## src/rtl/pwm_timer_pkg.sv

```systemverilog
package pwm_timer_pkg;

  typedef struct packed {
    logic pwm_on;     // bit 3
    logic irq_mask;   // bit 2
    logic user_mode;  // bit 1
    logic enable;     // bit 0
  } tmr_ctrl_t;

  localparam int unsigned OFS_LOAD_LO = 32'h00;
  localparam int unsigned OFS_CUR     = 32'h04;
  localparam int unsigned OFS_CTRL    = 32'h08;
  localparam int unsigned OFS_EOI     = 32'h0C;
  localparam int unsigned OFS_STAT    = 32'h10;
  localparam int unsigned OFS_HI_BASE = 32'hB0;

  function automatic int unsigned hi_ofs(input int unsigned ch);
    return OFS_HI_BASE + 4 * ch;
  endfunction

endpackage

```

## src/rtl/pwm_timer_regs.sv

```systemverilog
module pwm_timer_regs
  import pwm_timer_pkg::*;
#(
  parameter int unsigned DW     = 32,
  parameter int unsigned AW     = 8,
  parameter int unsigned CH_IDX = 0
) (
  input  logic          clk_i,
  input  logic          rst_ni,
  input  logic          wr_en_i,
  input  logic          rd_en_i,
  input  logic [AW-1:0] addr_i,
  input  logic [DW-1:0] wdata_i,
  output logic [DW-1:0] rdata_o,
  input  logic [DW-1:0] cnt_i,
  input  logic          zero_i,
  output tmr_ctrl_t     ctrl_o,
  output tmr_ctrl_t     ctrl_nxt_o,
  output logic          start_o,
  output logic [DW-1:0] load_lo_o,
  output logic [DW-1:0] load_hi_o,
  output logic          raw_o,
  output logic          irq_o
);

  localparam logic [AW-1:0] A_LO   = AW'(OFS_LOAD_LO);
  localparam logic [AW-1:0] A_CUR  = AW'(OFS_CUR);
  localparam logic [AW-1:0] A_CTRL = AW'(OFS_CTRL);
  localparam logic [AW-1:0] A_EOI  = AW'(OFS_EOI);
  localparam logic [AW-1:0] A_STAT = AW'(OFS_STAT);
  localparam logic [AW-1:0] A_HI   = AW'(hi_ofs(CH_IDX));
  localparam int unsigned   NLOAD  = 2;

  tmr_ctrl_t ctrl_q, ctrl_d;
  logic      raw_q;
  logic      eoi_rd;

  // reload shadow registers: index 0 low phase, 1 high phase
  for (genvar g = 0; g < NLOAD; g++) begin : g_load
    localparam logic [AW-1:0] A_SEL = (g == 0) ? A_LO : A_HI;
    logic [DW-1:0] q;
    always_ff @(posedge clk_i or negedge rst_ni) begin
      if (!rst_ni)                          q <= '0;
      else if (wr_en_i && addr_i == A_SEL)  q <= wdata_i;
    end
  end

  assign load_lo_o = g_load[0].q;
  assign load_hi_o = g_load[1].q;

  always_comb begin
    ctrl_d = ctrl_q;
    if (wr_en_i && addr_i == A_CTRL) ctrl_d = tmr_ctrl_t'(wdata_i[3:0]);
  end

  always_ff @(posedge clk_i or negedge rst_ni) begin
    if (!rst_ni) ctrl_q <= '0;
    else         ctrl_q <= ctrl_d;
  end

  assign start_o    = ctrl_d.enable & ~ctrl_q.enable;
  assign ctrl_o     = ctrl_q;
  assign ctrl_nxt_o = ctrl_d;

  assign eoi_rd = rd_en_i && addr_i == A_EOI;

  // new event wins over a same-cycle clear
  always_ff @(posedge clk_i or negedge rst_ni) begin
    if (!rst_ni)     raw_q <= 1'b0;
    else if (zero_i) raw_q <= 1'b1;
    else if (eoi_rd) raw_q <= 1'b0;
  end

  assign raw_o = raw_q;
  assign irq_o = raw_q & ~ctrl_q.irq_mask;

  always_comb begin
    rdata_o = '0;
    if (addr_i == A_LO)        rdata_o = g_load[0].q;
    else if (addr_i == A_CUR)  rdata_o = cnt_i;
    else if (addr_i == A_CTRL) rdata_o = DW'(ctrl_q);
    else if (addr_i == A_STAT) rdata_o = DW'(irq_o);
    else if (addr_i == A_HI)   rdata_o = g_load[1].q;
  end

endmodule

```

## src/rtl/pwm_timer_core.sv

```systemverilog
module pwm_timer_core #(
  parameter int unsigned DW = 32
) (
  input  logic          clk_i,
  input  logic          rst_ni,
  input  logic          start_i,
  input  logic          start_user_i,
  input  logic          run_i,
  input  logic          user_i,
  input  logic          pwm_i,
  input  logic [DW-1:0] load_lo_i,
  input  logic [DW-1:0] load_hi_i,
  output logic [DW-1:0] cnt_o,
  output logic          phase_o,
  output logic          zero_o
);

  logic [DW-1:0] cnt_q, act_lo_q, act_hi_q, reload;
  logic          phase_q, phase_nxt, at_zero;

  assign at_zero   = (cnt_q == '0);
  assign phase_nxt = pwm_i ? ~phase_q : 1'b0;

  always_comb begin
    if (!user_i)        reload = '1;
    else if (phase_nxt) reload = act_hi_q;
    else                reload = act_lo_q;
  end

  always_ff @(posedge clk_i or negedge rst_ni) begin
    if (!rst_ni) begin
      cnt_q    <= '0;
      act_lo_q <= '0;
      act_hi_q <= '0;
      phase_q  <= 1'b0;
    end else if (start_i) begin
      act_lo_q <= load_lo_i;
      act_hi_q <= load_hi_i;
      cnt_q    <= start_user_i ? load_lo_i : '1;
      phase_q  <= 1'b0;
    end else if (run_i) begin
      if (at_zero) begin
        cnt_q   <= reload;
        phase_q <= phase_nxt;
      end else begin
        cnt_q   <= cnt_q - 1'b1;
      end
    end else begin
      phase_q <= 1'b0;
    end
  end

  assign cnt_o   = cnt_q;
  assign phase_o = phase_q;
  assign zero_o  = run_i & at_zero;

endmodule

```

## src/rtl/pwm_timer.sv

```systemverilog
module pwm_timer
  import pwm_timer_pkg::*;
#(
  parameter int unsigned DW     = 32,
  parameter int unsigned AW     = 8,
  parameter int unsigned CH_IDX = 0
) (
  input  logic          clk_i,
  input  logic          rst_ni,
  input  logic          wr_en_i,
  input  logic          rd_en_i,
  input  logic [AW-1:0] addr_i,
  input  logic [DW-1:0] wdata_i,
  output logic [DW-1:0] rdata_o,
  output logic          pwm_o,
  output logic          irq_o
);

  tmr_ctrl_t     ctrl_q, ctrl_nxt;
  logic          start, zero, phase, raw;
  logic [DW-1:0] cnt, load_lo, load_hi;
  logic          en_w, pwm_w, mask_w;

  pwm_timer_regs #(.DW(DW), .AW(AW), .CH_IDX(CH_IDX)) u_regs (
    .clk_i      (clk_i),
    .rst_ni     (rst_ni),
    .wr_en_i    (wr_en_i),
    .rd_en_i    (rd_en_i),
    .addr_i     (addr_i),
    .wdata_i    (wdata_i),
    .rdata_o    (rdata_o),
    .cnt_i      (cnt),
    .zero_i     (zero),
    .ctrl_o     (ctrl_q),
    .ctrl_nxt_o (ctrl_nxt),
    .start_o    (start),
    .load_lo_o  (load_lo),
    .load_hi_o  (load_hi),
    .raw_o      (raw),
    .irq_o      (irq_o)
  );

  pwm_timer_core #(.DW(DW)) u_core (
    .clk_i        (clk_i),
    .rst_ni       (rst_ni),
    .start_i      (start),
    .start_user_i (ctrl_nxt.user_mode),
    .run_i        (ctrl_q.enable),
    .user_i       (ctrl_q.user_mode),
    .pwm_i        (ctrl_q.pwm_on),
    .load_lo_i    (load_lo),
    .load_hi_i    (load_hi),
    .cnt_o        (cnt),
    .phase_o      (phase),
    .zero_o       (zero)
  );

  assign en_w   = ctrl_q.enable;
  assign pwm_w  = ctrl_q.pwm_on;
  assign mask_w = ctrl_q.irq_mask;
  assign pwm_o  = en_w & pwm_w & phase;

endmodule

```

## config.mk

```make
export PLATFORM = sky130hd
export DESIGN_NAME = pwm_timer
export DESIGN_NICKNAME = d
export VERILOG_FILES = /design/src/rtl/pwm_timer_pkg.sv /design/src/rtl/pwm_timer_regs.sv /design/src/rtl/pwm_timer_core.sv /design/src/rtl/pwm_timer.sv
export SDC_FILE = /design/constraint.sdc
export NUM_CORES = 1
export LEC_CHECK = 0
export CORE_MARGIN = 2
export CORE_UTILIZATION = 35
export CTS_CLUSTER_DIAMETER = 50
export DETAILED_ROUTE_END_ITERATION = 10
export PLACE_DENSITY_LB_ADDON = 0.12
export SYNTH_ARGS = -nofsm -noshare
export SYNTH_HDL_FRONTEND = slang
export SYNTH_HIERARCHICAL = 1
export SYNTH_SLANG_ARGS = --single-unit
```

## constraint.sdc

```tcl
create_clock -name clk_i -period 5.7 [get_ports clk_i]
set_clock_uncertainty 0.1 [all_clocks]
set_input_delay 1.14 -clock clk_i [delete_from_list [all_inputs] [get_ports clk_i]]
set_output_delay 1.14 -clock clk_i [all_outputs]
set_load 0.1 [all_outputs]
```

Yosys cells after proc, flatten, opt, wreduce, memory -nomap -nowiden

Index checks and enable logic that the tools add are counted.

Bits in registers: 166
Input bits: 44
Output and inout bits: 34

Add/sub/neg operators: 1
Equal/unequal tests: 6
Mux-type cells: 18
Bitwise logic cells: 8
Reduce and logical (&&, ||, !) cells: 8

Operators with widths:

| operator                                               | count |
|---|---|
| two-way mux 32 bit                                     | 11 |
| zero test 32 bit                                       | 1 |
| subtractor 32 x 1 -> 32 bit (second input constant)    | 1 |
| == test 8 x 4 -> 1 bit (second input constant)         | 2 |
| == test 8 x 3 -> 1 bit (second input constant)         | 1 |
| == test 8 x 5 -> 1 bit (second input constant)         | 1 |
| == test 8 bit (second input constant)                  | 1 |
| zero test 8 bit                                        | 1 |
| two-way mux 1 bit                                      | 6 |
| AND 1 bit                                              | 5 |
| logical AND 1 bit                                      | 4 |
| nonzero test 2 bit                                     | 2 |
| inequality test 3 x 2 -> 1 bit (second input constant) | 1 |
| NOT 1 bit                                              | 3 |
| two-way mux 2 bit                                      | 1 |

Longest topological paths before layout

Depth in word-level cells: 7
Depth in mapped cells: 11
Mapped depth without buffers: 8

Hierarchy

The synthesis kept the hierarchy.

Modules (own cells, without submodules):

| module         | times used | cells an instance | area an instance (µm²) |
|---|---|---|---|
| pwm_timer_core | 1          | 552               | 5,346.4 |
| pwm_timer_regs | 1          | 319               | 3,648.5 |
| pwm_timer      | 1          | 1                 | 6.3 |

Worst setup path after synthesis

No wires, ideal clock.

Kind: input-to-output
Start point: input addr_i[6]
End point: output rdata_o[11]
Arrival time: 3.534 ns
Slack: 0.926 ns
Stages on the path: 5
Path buffers: 2
Cell sequence: nor3_1 > buf_2 > buf_1 > nand4_1 > a2bb2oi_1

Word-level cells in the longest chain between the ends: 6
Elaborated cells on any way between the ends: 10
Those cells by class: eq/ne (4); mux (5); reduce/logical (1)

RTL lines:

| element                | line                 | text |
|---|---|---|
| from (decl)            | pwm_timer.sv:12      | `input logic [AW-1:0] addr_i,` |
| == test 8 bit          | pwm_timer_regs.sv:83 | `else if (addr_i == A_HI) rdata_o = g_load[1].q;` |
| two-way mux 32 bit     | pwm_timer_regs.sv:83 |  |
| two-way mux 32 bit     | pwm_timer_regs.sv:82 | `else if (addr_i == A_STAT) rdata_o = DW'(irq_o);` |
| two-way mux 32 bit     | pwm_timer_regs.sv:81 | `else if (addr_i == A_CTRL) rdata_o = DW'(ctrl_q);` |
| two-way mux 32 bit     | pwm_timer_regs.sv:80 | `else if (addr_i == A_CUR) rdata_o = cnt_i;` |
| two-way mux 32 bit (*) | pwm_timer_regs.sv:79 | `if (addr_i == A_LO) rdata_o = g_load[0].q;` |
| to (decl)              | pwm_timer.sv:14      | `output logic [DW-1:0] rdata_o,` |

Mark *: on every way between the ends. The rest lies on a longest branch, timed or not.

Worst setup path in the final report

Start point: input addr_i[6]
End point: output rdata_o[4]

Same word-level chain as after synthesis.

==> out/metrics.sh <==
NFILLCELLS=2451
TIGHTEST_SLEW_NS=1.02
SLEW_VIOL_FINAL=0
CTS.REPAIR.RESIZED=0
POST-CTS-SETUP-BUFFERS=0
CLOCK_LATENCY_NS=0.43
FIN_AREA_SQ_MM=0.0108
CLOCK-SINKS=166
CP_SLOWEST_CELL='buf_4'
POST-ROUTE-PERIOD-UTIL_PCT=79.5
GRT-OVFL-TOTAL=0
CTS_INSERTED_BUFFERS=17
CRIT_REQUIRED_NS=4.46
SYNTH_FP_NETS=918
PROPORTION_OF_LAYOUT_CELLS_WITH_A_DRIVE_SUFFIX_ABOVE_1_PCT=18.3
SYNTH_SEQ_AREA_SHARE_PCT=46.1
MUXSHAREOFSYNTHAREA_PCT=17.4
BUFFERS_AND_INVERTERS_ON_THE_WORST_PATH=3
SYNTH.CELL_AREA_SQ_MM=0.00900
LARGEST_FAMILY_OF_LOGIC_CELLS_BY_SYNTHESIZED_AREA='simple AND/OR/NAND/NOR gates'
ROUTED-VIA-COUNT=7087
ROUTEDWLPERCELL_UM=21.1
SETUP_TNS_NS=0
CLK_PIN_SLEW_WORST_PATHS_NS=0.07
NETLIST-CELL-TYPE-COUNT=58
SW_FRAC_OF_TOTAL_PCT=29.3
CRITICAL_PATH_START_END_CLASSIFICATION='input port to output port'
CORE-AREA_SQ_MM=0.0252
MAX_CAP_VIOL_COUNT=0
ROUTED_VIA_DENSITY=5.64
COUNT_OF_FLIP_FLOPS_WITH_A_BUILT_IN_ENABLE_AFTER_SYNTHESIS=0
CP.DEPTH=6
CTS_HOLD_BUF=0
TIMING.FINAL.SETUP_VIOLATIONS=0
DIODES=0
CRITICAL_PATH.STARTPOINT='addr_i[6]'
POWER_FRAC_CLOCK_PCT=38.8
CRITPATHARRIVALTIME_NS=3.29
SYNTH-SIMPLE-AREA-SHARE_PCT=18.9
DOMINANTREGCELLSYNTH='dfrtp_1'
MIN_DELAY_PATH_DEPTH=1
POST-ROUTE-WORST-SETUP-SLACK_NS=1.17
POST-PLACE-WS_NS=1.21
WORST_HOLD_SLACK_NS=0.407
NETLIST_INSTANCES=872
CLOCK.FMAX_GHz=0.221
DIE_HEIGHT_UM=164
MAXIMUM_NUMBER_OF_PINS_ON_ONE_NET_BEFORE_GLOBAL_ROUTE_REPAIR=90
CRITICAL_PATH.STARTPOINT_TYPE='input port'
DIE-WIDTH_UM=164
POST_ROUTE_DRC=0
ANTENNA_FOUND_INITIAL=0
FFS_LATCHES_SYNTH=166
RUN_STATUS='complete, no violations'
TIMING.REG2REG.WORST_PATH_DEPTH=7
LAYOUT.NETS=962
WORST_IR_DROP_VDD_uV=207
GRT_PASS1_WL_UM=42600
CORE.ROWCOUNT=58
GPL.FINAL_WEIGHTED_CONGESTION=0.747
SEQUENTIALPOWERSHARE_PCT=43.1
POST_SYNTH_XOR_AREA_FRACTION_PCT=1.85
CTS.PATH.MAX_BUFFERS=2
MAXSLEWHEADROOM_PCT=32.1
ANT_NETS=0
HOLD_WC_PATH_TYPE='register to register'
SYNTHESIS.AREA_PER_INSTANCE_SQ_UM=10.3
SETUP.WORST_PATH.END_CLASS='output port'
TRACK_USAGE_PCT=20.5
CP_TOP_FAMILY='buffers and inverters'
POWER.SWITCHING_mW=0.926
TOP_PORTS=78
YS.WARNINGS.COUNT=6
FINAL_CORE_UTIL_PCT=42.7
INITIAL_UTILIZATION_PCT=35.7
FINALWORSTPATHREQUIREDPERIOD_NS=4.53
H_TREE_DEPTH=4
DPL-INSTANCE-AREA_SQ_MM=0.0102
P_INT_mW=2.24
LIST_OF_CELLS_TRAVERSED_BY_THE_CRITICAL_PATH='clkdlybuf4s50_1, nor3_2, buf_4, nand4_1, a2bb2oi_1, buf_4'
FLOORPLAN.DIE_AREA_SQ_MM=0.0270
GRT_SETUP_UNREPAIRED='no'
TIMING.FINAL.HOLD_VIOLATIONS=0
PORTBUFFERS=77
RR_STARTPOINT='u_core/cnt_o[9]'
DR.PASS1.ITERS=5
GRT_PASS1_VIAS=7272
CRITPATHMAXSTAGEDELAY_NS=0.63
POWER.SHARE.COMBINATIONAL_PCT=18.1
SYNTH_ASYNC_SR_FLOP_SHARE_PCT=100
WIRELENGTH_UM=26500
RR_ENDPOINT='u_core/cnt_o[27]'
HOLD_END='u_core/act_lo_q[23]'
CTS-ROOT-BUF='clkbuf_16'
SETUP.REG_TO_REG.WORST_SLACK_NS=2.52
ADDER_AND_MAJORITY_CELL_FRACTION_OF_THE_SYNTHESIZED_AREA_PCT=0.278
WORSTHOLDSTART='u_core/act_lo_q[23]'
HALF_PERIMETER_WIRE_LENGTH_AFTER_DETAILED_PLACEMENT_UM=16200
CTS_TREE='done'
POWER_LEAKAGE_nW=4.83
CP_MAX_FO=73
SYNTH_COMPOUND_AREA_SHARE_PCT=11.7
VIOLATION_COUNT_AFTER_THE_FIRST_DETAILED_ROUTE_ITERATION=436
TOTAL_POWER_DENSITY_PER_CELL_AREA_mW_PER_MM2=294
CRIT_PATH_FREQUENT_CELL='buf_4'
AREA_GROWTH_SYN_TO_LAYOUT_PCT=19.6
[through the flow]
| step | std cells | total power, mW |
|---|---|---|
| floorplan | 872 | 1.76 |
| global placement | 1227 | 1.95 |
| detailed placement | 1227 | 1.95 |
| CTS | 1256 | 3.19 |
| global route | 1256 | 3.32 |
| finish | 1256 | 3.16 |
[worst max-delay path by stage]
stage | slack [ns] | end
after floorplan | 0.93 | rdata_o[11]
after detailed placement | 1.21 | rdata_o[13]
final | 1.17 | rdata_o[4]
after CTS | 1.20 | rdata_o[13]
after global routing | 1.05 | rdata_o[4]
after global placement | 1.20 | rdata_o[13]
[metal layers]
layer / vias to the layer above / track usage [%] / wire, um / share of wire (%)
met5: - / 0 / 0 / 0
met4: 0 / 6.18 / 455 / 1.7
met3: 25 / 3.61 / 1050 / 4.0
met2: 156 / 33.9 / 12700 / 48
met1: 3603 / 27.5 / 12300 / 46
li1: 3303 / - / - / -
[power by group through the flow]
stage	Combinational [mW]	Clock, mW	Sequential [mW]
after floorplan	0.412	0	1.35
after global placement	0.566	0	1.38
after detailed placement	0.570	0	1.38
after CTS	0.574	1.26	1.36
after global routing	0.635	1.31	1.38
final	0.573	1.23	1.36
[cell usage after synthesis (5+ instances only)]
master     number  area, sq um
a21o_1         10         75.1
a21oi_1        13         65.1
a2bb2oi_1      28          245
buf_2          14         70.1
clkbuf_1       50          188
dfrtp_1       166         4150
inv_1           9         33.8
mux2_1         60          676
mux2_2         72          811
mux2i_1         8         80.1
nand2_1        73          274
nand2b_1       31          194
nand3_1        58          290
nand4_1        54          338
nor2_1         39          146
nor2b_1         9         56.3
nor3_1         15         75.1
nor4_1          9         56.3
o211ai_1       16          120
o21ai_0        42          210
o32ai_1         5         43.8
xnor2_1         9         78.8
xor2_1         10         87.6
[state kept, by name, indices dropped and copies added (netlist names)]
register / count
u_regs/load_hi_o: 32
u_core/act_hi_q: 32
u_regs/raw_o: 1
u_core/phase_o: 1
u_regs/load_lo_o: 32
u_regs/ctrl_o: 4
u_core/act_lo_q: 32
u_core/cnt_o: 32
[final cells by class]
class / count / area [sq um] / share of cell area (%)
clock buffer: 20 / 457 / 4.24
multi-input combinational: 625 / 4530 / 42.1
clock inverter: 9 / 153 / 1.42
tap: 330 / 413 / 3.84
timing repair buffer: 96 / 1020 / 9.45
sequential: 166 / 4150 / 38.6
inverter: 10 / 37.5 / 0.349
[cells in the final DEF (no fill, tap or decap), drive strengths merged, types with 8 or more instances in the layout]
master and instances:
dfrtp 166, mux2 132, nand2 74, nand3 58
nand4 54, buf 53, o21ai 45, clkdlybuf4s50 43
nor2 39, nand2b 32, a2bb2oi 28, clkbuf 20
o211ai 16, nor3 16, nor4 14, a21oi 13
xor2 10, a21o 10, inv 9, xnor2 9
nor2b 9, mux2i 8
[kinds of logic after synthesis]
| family | after synthesis |
|---|---|
| AO/OA/AOI/OAI | 150 |
| multiplexers | 140 |
| buffers and inverters | 81 |
| flip-flops | 166 |
| adder cells (fa/ha/maj) | 2 |
| XOR/XNOR | 19 |
| AND/OR/NAND/NOR | 314 |
No activity file was read; power rests on OpenSTA's default activity.
